File: src/rtl/gpio_pkg.sv
package gpio_pkg;
    localparam int WORD_W = 32;

    typedef enum logic [3:0] {
        GRP_LEVEL = 4'd0,
        GRP_DIR   = 4'd1,
        GRP_SET   = 4'd2,
        GRP_CLR   = 4'd3,
        GRP_RISE  = 4'd4,
        GRP_FALL  = 4'd5,
        GRP_STAT  = 4'd6,
        GRP_ALT   = 4'd7
    } gpio_grp_e;
endpackage

File: src/rtl/gpio_sync.sv
module gpio_sync #(
    parameter int W = 32
) (
    input  logic         clk,
    input  logic         rst_n,
    input  logic [W-1:0] d,
    output logic [W-1:0] q
);
    logic [W-1:0] stage1_q;
    logic [W-1:0] stage2_q;

    always_ff @(posedge clk or negedge rst_n) begin
        if (!rst_n) begin
            stage1_q <= '0;
            stage2_q <= '0;
        end else begin
            stage1_q <= d;
            stage2_q <= stage1_q;
        end
    end

    assign q = stage2_q;
endmodule

File: src/rtl/gpio_edge_bank.sv
module gpio_edge_bank #(
    parameter int W = 32
) (
    input  logic         clk,
    input  logic         rst_n,
    input  logic [W-1:0] level,
    input  logic [W-1:0] rise_en,
    input  logic [W-1:0] fall_en,
    input  logic [W-1:0] clr_mask,
    output logic [W-1:0] status,
    output logic [W-1:0] hit
);
    logic [W-1:0] prev_q;
    logic [W-1:0] status_q;

    // edges seen this cycle, filtered by the enables
    assign hit = (rise_en & level & ~prev_q) | (fall_en & ~level & prev_q);

    always_ff @(posedge clk or negedge rst_n) begin
        if (!rst_n) begin
            prev_q   <= '0;
            status_q <= '0;
        end else begin
            prev_q   <= level;
            // a fresh edge overrides a same-cycle clear
            status_q <= (status_q & ~clr_mask) | hit;
        end
    end

    assign status = status_q;
endmodule

File: src/rtl/gpio_banked.sv
module gpio_banked #(
    parameter  int NUM_PINS = 64,
    localparam int NB       = NUM_PINS / 32,
    localparam int NWORDS   = 9 * NB,
    localparam int AW       = $clog2(NWORDS)
) (
    input  logic                  clk,
    input  logic                  rst_n,
    input  logic                  reg_we,
    input  logic [AW-1:0]         reg_addr,
    input  logic [31:0]           reg_wdata,
    output logic [31:0]           reg_rdata,
    input  logic [NUM_PINS-1:0]   pin_in,
    output logic [NUM_PINS-1:0]   pin_out,
    output logic [NUM_PINS-1:0]   pin_oe,
    output logic [2*NUM_PINS-1:0] alt_sel,
    output logic                  irq
);
    import gpio_pkg::*;

    localparam int NALT = 2 * NB;

    logic [NUM_PINS-1:0]   lvl_sync;
    logic [NUM_PINS-1:0]   dir_all;
    logic [NUM_PINS-1:0]   out_all;
    logic [NUM_PINS-1:0]   rise_all;
    logic [NUM_PINS-1:0]   fall_all;
    logic [NUM_PINS-1:0]   edge_status;
    logic [NUM_PINS-1:0]   edge_hit;
    logic [2*NUM_PINS-1:0] alt_all;

    gpio_sync #(.W(NUM_PINS)) u_sync (
        .clk   (clk),
        .rst_n (rst_n),
        .d     (pin_in),
        .q     (lvl_sync)
    );

    for (genvar b = 0; b < NB; b++) begin : g_bank
        localparam logic [AW-1:0] A_DIR  = AW'(int'(GRP_DIR)  * NB + b);
        localparam logic [AW-1:0] A_SET  = AW'(int'(GRP_SET)  * NB + b);
        localparam logic [AW-1:0] A_CLR  = AW'(int'(GRP_CLR)  * NB + b);
        localparam logic [AW-1:0] A_RISE = AW'(int'(GRP_RISE) * NB + b);
        localparam logic [AW-1:0] A_FALL = AW'(int'(GRP_FALL) * NB + b);
        localparam logic [AW-1:0] A_STAT = AW'(int'(GRP_STAT) * NB + b);

        logic [WORD_W-1:0] dir_q;
        logic [WORD_W-1:0] out_q;
        logic [WORD_W-1:0] rise_q;
        logic [WORD_W-1:0] fall_q;
        logic [WORD_W-1:0] clr_mask;

        always_ff @(posedge clk or negedge rst_n) begin
            if (!rst_n) begin
                dir_q  <= '0;
                out_q  <= '0;
                rise_q <= '0;
                fall_q <= '0;
            end else if (reg_we) begin
                if (reg_addr == A_DIR)  dir_q  <= reg_wdata;
                if (reg_addr == A_SET)  out_q  <= out_q | reg_wdata;
                if (reg_addr == A_CLR)  out_q  <= out_q & ~reg_wdata;
                if (reg_addr == A_RISE) rise_q <= reg_wdata;
                if (reg_addr == A_FALL) fall_q <= reg_wdata;
            end
        end

        assign clr_mask = (reg_we && reg_addr == A_STAT) ? reg_wdata : '0;

        gpio_edge_bank #(.W(WORD_W)) u_edge (
            .clk      (clk),
            .rst_n    (rst_n),
            .level    (lvl_sync[b*WORD_W +: WORD_W]),
            .rise_en  (rise_q),
            .fall_en  (fall_q),
            .clr_mask (clr_mask),
            .status   (edge_status[b*WORD_W +: WORD_W]),
            .hit      (edge_hit[b*WORD_W +: WORD_W])
        );

        assign dir_all[b*WORD_W +: WORD_W]  = dir_q;
        assign out_all[b*WORD_W +: WORD_W]  = out_q;
        assign rise_all[b*WORD_W +: WORD_W] = rise_q;
        assign fall_all[b*WORD_W +: WORD_W] = fall_q;
    end

    for (genvar k = 0; k < NALT; k++) begin : g_alt
        localparam logic [AW-1:0] A_ALT = AW'(int'(GRP_ALT) * NB + k);
        logic [WORD_W-1:0] alt_q;

        always_ff @(posedge clk or negedge rst_n) begin
            if (!rst_n) begin
                alt_q <= '0;
            end else if (reg_we && reg_addr == A_ALT) begin
                alt_q <= reg_wdata;
            end
        end

        assign alt_all[k*WORD_W +: WORD_W] = alt_q;
    end

    always_comb begin
        reg_rdata = '0;
        for (int b = 0; b < NB; b++) begin
            if (reg_addr == AW'(int'(GRP_LEVEL) * NB + b)) reg_rdata = lvl_sync[b*WORD_W +: WORD_W];
            if (reg_addr == AW'(int'(GRP_DIR)   * NB + b)) reg_rdata = dir_all[b*WORD_W +: WORD_W];
            if (reg_addr == AW'(int'(GRP_SET)   * NB + b)) reg_rdata = out_all[b*WORD_W +: WORD_W];
            if (reg_addr == AW'(int'(GRP_CLR)   * NB + b)) reg_rdata = out_all[b*WORD_W +: WORD_W];
            if (reg_addr == AW'(int'(GRP_RISE)  * NB + b)) reg_rdata = rise_all[b*WORD_W +: WORD_W];
            if (reg_addr == AW'(int'(GRP_FALL)  * NB + b)) reg_rdata = fall_all[b*WORD_W +: WORD_W];
            if (reg_addr == AW'(int'(GRP_STAT)  * NB + b)) reg_rdata = edge_status[b*WORD_W +: WORD_W];
        end
        for (int k = 0; k < NALT; k++) begin
            if (reg_addr == AW'(int'(GRP_ALT) * NB + k)) reg_rdata = alt_all[k*WORD_W +: WORD_W];
        end
    end

    assign pin_out = out_all;
    assign pin_oe  = dir_all;
    assign alt_sel = alt_all;
    assign irq     = |edge_status;
endmodule

File: config.mk
export PLATFORM = sky130hd
export DESIGN_NAME = gpio_banked
export DESIGN_NICKNAME = d
export VERILOG_FILES = /design/src/rtl/gpio_pkg.sv /design/src/rtl/gpio_sync.sv /design/src/rtl/gpio_edge_bank.sv /design/src/rtl/gpio_banked.sv
export SDC_FILE = /design/constraint.sdc
export NUM_CORES = 1
export LEC_CHECK = 0
export CAP_MARGIN = 20
export CORE_MARGIN = 4
export CORE_UTILIZATION = 45
export CTS_BUF_LIST = sky130_fd_sc_hd__clkbuf_4 sky130_fd_sc_hd__clkbuf_8
export DETAILED_ROUTE_END_ITERATION = 16
export PLACE_DENSITY = 0.68
export SLEW_MARGIN = 20
export SYNTH_ARGS = -nofsm -noshare
export SYNTH_HDL_FRONTEND = slang
export SYNTH_SLANG_ARGS = --single-unit
File: constraint.sdc
create_clock -name clk -period 5.5 [get_ports clk]
set_clock_uncertainty 0.2 [all_clocks]
set_input_delay 0.55 -clock clk [delete_from_list [all_inputs] [get_ports clk]]
set_output_delay 0.55 -clock clk [all_outputs]
set_load 0.01 [all_outputs]
==> qor.yml <==
core_um2: 61600
place_congestion: 0.981
rsz0062_at_grt: "false"
grt_pass1_vias: 23600
critical_path_class: "primary input to output port"
syn-num-nets: 2547
synthTopCellsByCount: "dfrtp_1 (640), nand2_1 (381), mux2_2 (368)"
synth_top_area_share_pct: 57.4
tightest_slew_ps: 1160
dp_slack_ps: 613
grt_pass1_wl_um: 164000
cts_max_path_buffers: 3
first_pass_iters: 8
timing.hold.ws_ps: 40.8
die-area_um2: 66100
post-dp-hpwl_um: 77300
avgSynthCellArea_um2: 11.4
final_cells: 3772
cts_tree: "built"
cts-root-buf: "clkbuf_8"
hp-class: "primary input to flip-flop"
hold_viol: 0
drv_slew: 0
p_leak_nw: 14.7
crit_path_max_fanout: 18
setup.worst_path.start: "reg_addr[4]"
hold_start: "pin_in[41]"
layout-drive-gt1-share_pct: 23.3
antenna_found_initial: 2
synth_edf_count: 0
synth_ff_type: "dfrtp_1"
utilization_pct: 56.9
io_buffers: 392
totalWireLength_um: 114000
ant_nets: 0
start_kind: "primary input"
synth_warnings: 0
avgRoutedWirePerCell_um: 30.3
drc: 0
outcome: "complete, no violations"
powerDensity_nw_per_um2: 374
cts_max_level: 3
end_kind: "output port"
netlist_top_cells_area: "dfrtp_1 (57%), mux2_2 (15%), nand2_1 (5.1%)"
clk_latency_ps: 750
synth_area_leader_cell: "dfrtp_1"
drt_iter0_drc: 3019
finalCritPeriodShare_pct: 92.2
synth_cell_types: 71
ys_ff_latch: 640
die_w_um: 257
cts_setup_buffers: 0
via_per_inst: 6.22
grt_util_all_layers_pct: 33.6
path_clk_slew_ps: 60
critical_path_arrival_ps: 4320
r2r-start: "u_sync.q[4]"
global_route.overflow_total: 0
cts.sinks: 640
max_freq_ghz: 0.197
ir_drop_uv: 207
yosysSeqAreaShare_pct: 57.4
rows: 91
vias: 23500
synth_most_common_cell: "dfrtp_1"
die_y_um: 257
fin_crit_ps: 5070
setup_viol: 0
layout.nets: 2955
syn_area_um2: 27900
io_pins: 393
grt_max_degree: 141
area_growth_pct: 25.6
placed_cells: 3581
async_reset_ff_share_pct: 100
max_slew_margin_pct: 22.8
maxCapViolCount: 0
cts-buffers-inserted: 104
start_util_pct: 45.3
tns_ps: 0
worstPathRequired_ps: 4750
setup_slack_ps: 428
synthCells: 2443
stage by stage:
| step | power (W) | area [um2] |
|---|---|---|
| floorplan | 0.00702 | 27900 |
| global placement | 0.00860 | 32700 |
| detailed placement | 0.00867 | 32700 |
| CTS | 0.0131 | 35000 |
| global route | 0.0136 | 35000 |
| finish | 0.0131 | 35000 |
layer usage:
| metal | track usage [%] | vias to the layer above | part of all wire (%) |
|---|---|---|---|
| li1 | - | 9671 | - |
| met1 | 45.6 | 11800 | 40 |
| met2 | 50.6 | 1606 | 44 |
| met3 | 9.29 | 360 | 11 |
| met4 | 15.5 | 0 | 5.3 |
| met5 | 0 | - | 0 |
state kept, by name (all words and copies together), names as in the netlist, named ones only:
register and cells:
g_alt.alt_q 128, u_sync.stage1_q 64, u_sync.q 64, g_bank.u_edge.prev_q 64
g_bank.dir_q 64, g_bank.u_edge.status 64, g_bank.fall_q 64, g_bank.rise_q 64
area by class of cell:
cell class / instances / area [um2]
antenna: 2 / 5.00
clock buffer: 166 / 2130
clock inverter: 22 / 150
fill: 5117 / 26600
inverter: 12 / 45.0
multi-input combinational: 1612 / 11000
sequential: 640 / 16000
tap: 837 / 1050
timing repair buffer: 481 / 4650
critical path: stages:
cell	delay, ps
clkdlybuf4s50_1	800
or3b_1	720
nor2_2	750
a221o_1	290
a221oi_1	60
o311a_1	150
a21oi_1	360
clkdlybuf4s50_1	620
cell usage in the layout, fill, tap and decap left out, types with 14 or more instances in the layout:
cell,synthesis,layout
nor2_1,51,50
clkinv_2,0,15
a221oi_1,20,20
dfrtp_1,640,640
nor2b_1,18,17
nand3_1,23,22
a22oi_1,33,33
mux2_2,368,368
o21ai_0,152,152
nand2_1,381,377
o22ai_1,107,107
clkbuf_8,0,142
o21ai_1,19,19
o221ai_1,16,16
a21o_1,73,73
nand2b_1,20,20
a32oi_1,14,14
a21oi_1,149,149
clkbuf_4,0,24
clkdlybuf4s50_1,0,387
nor4_1,18,18
buf_4,14,85
logic make-up (layout without fill, tap and decap cells):
family	after synthesis	in the layout	synth area share [%]
other	0	2	0
buffers and inverters	191	681	3.27
muxes	380	380	15.3
and+or+nand+nor	577	577	9.24
AOI/OAI and AO/OA	655	655	14.8
DFF	640	640	57.4
power by group:
part | total (W) | internal (W) | leakage, nW | switching [W]
logic | 0.00246 | 0.00135 | 5.80 | 0.00111
registers | 0.00619 | 0.00540 | 7.74 | 0.000784
clock network | 0.00448 | 0.00250 | 1.21 | 0.00198
total | 0.0131 | 0.00925 | 14.7 | 0.00387
repair_timing:
item	CTS	global route
hold endpoints to repair	96	0
endpoints found under the setup margin	0	0
gates resized for setup	0	0
hold buffers	1	0
final timing paths:
path / cells past startpoint / to / slack [ps]
worst min-delay path: 1 / u_sync.stage1_q[41] / 40
worst min register to register: 0 / u_sync.q[56] / 140
min in group asynchronous: 2 / u_sync.stage1_q[38] / 290
max in group asynchronous: 3 / g_bank[1].fall_q[24] / 3410
worst max-delay path: 8 / reg_rdata[15] / 430
worst max register to register: 2 / g_bank[0].u_edge.status[4] / 4330
Power figures use the tool's default switching activity.
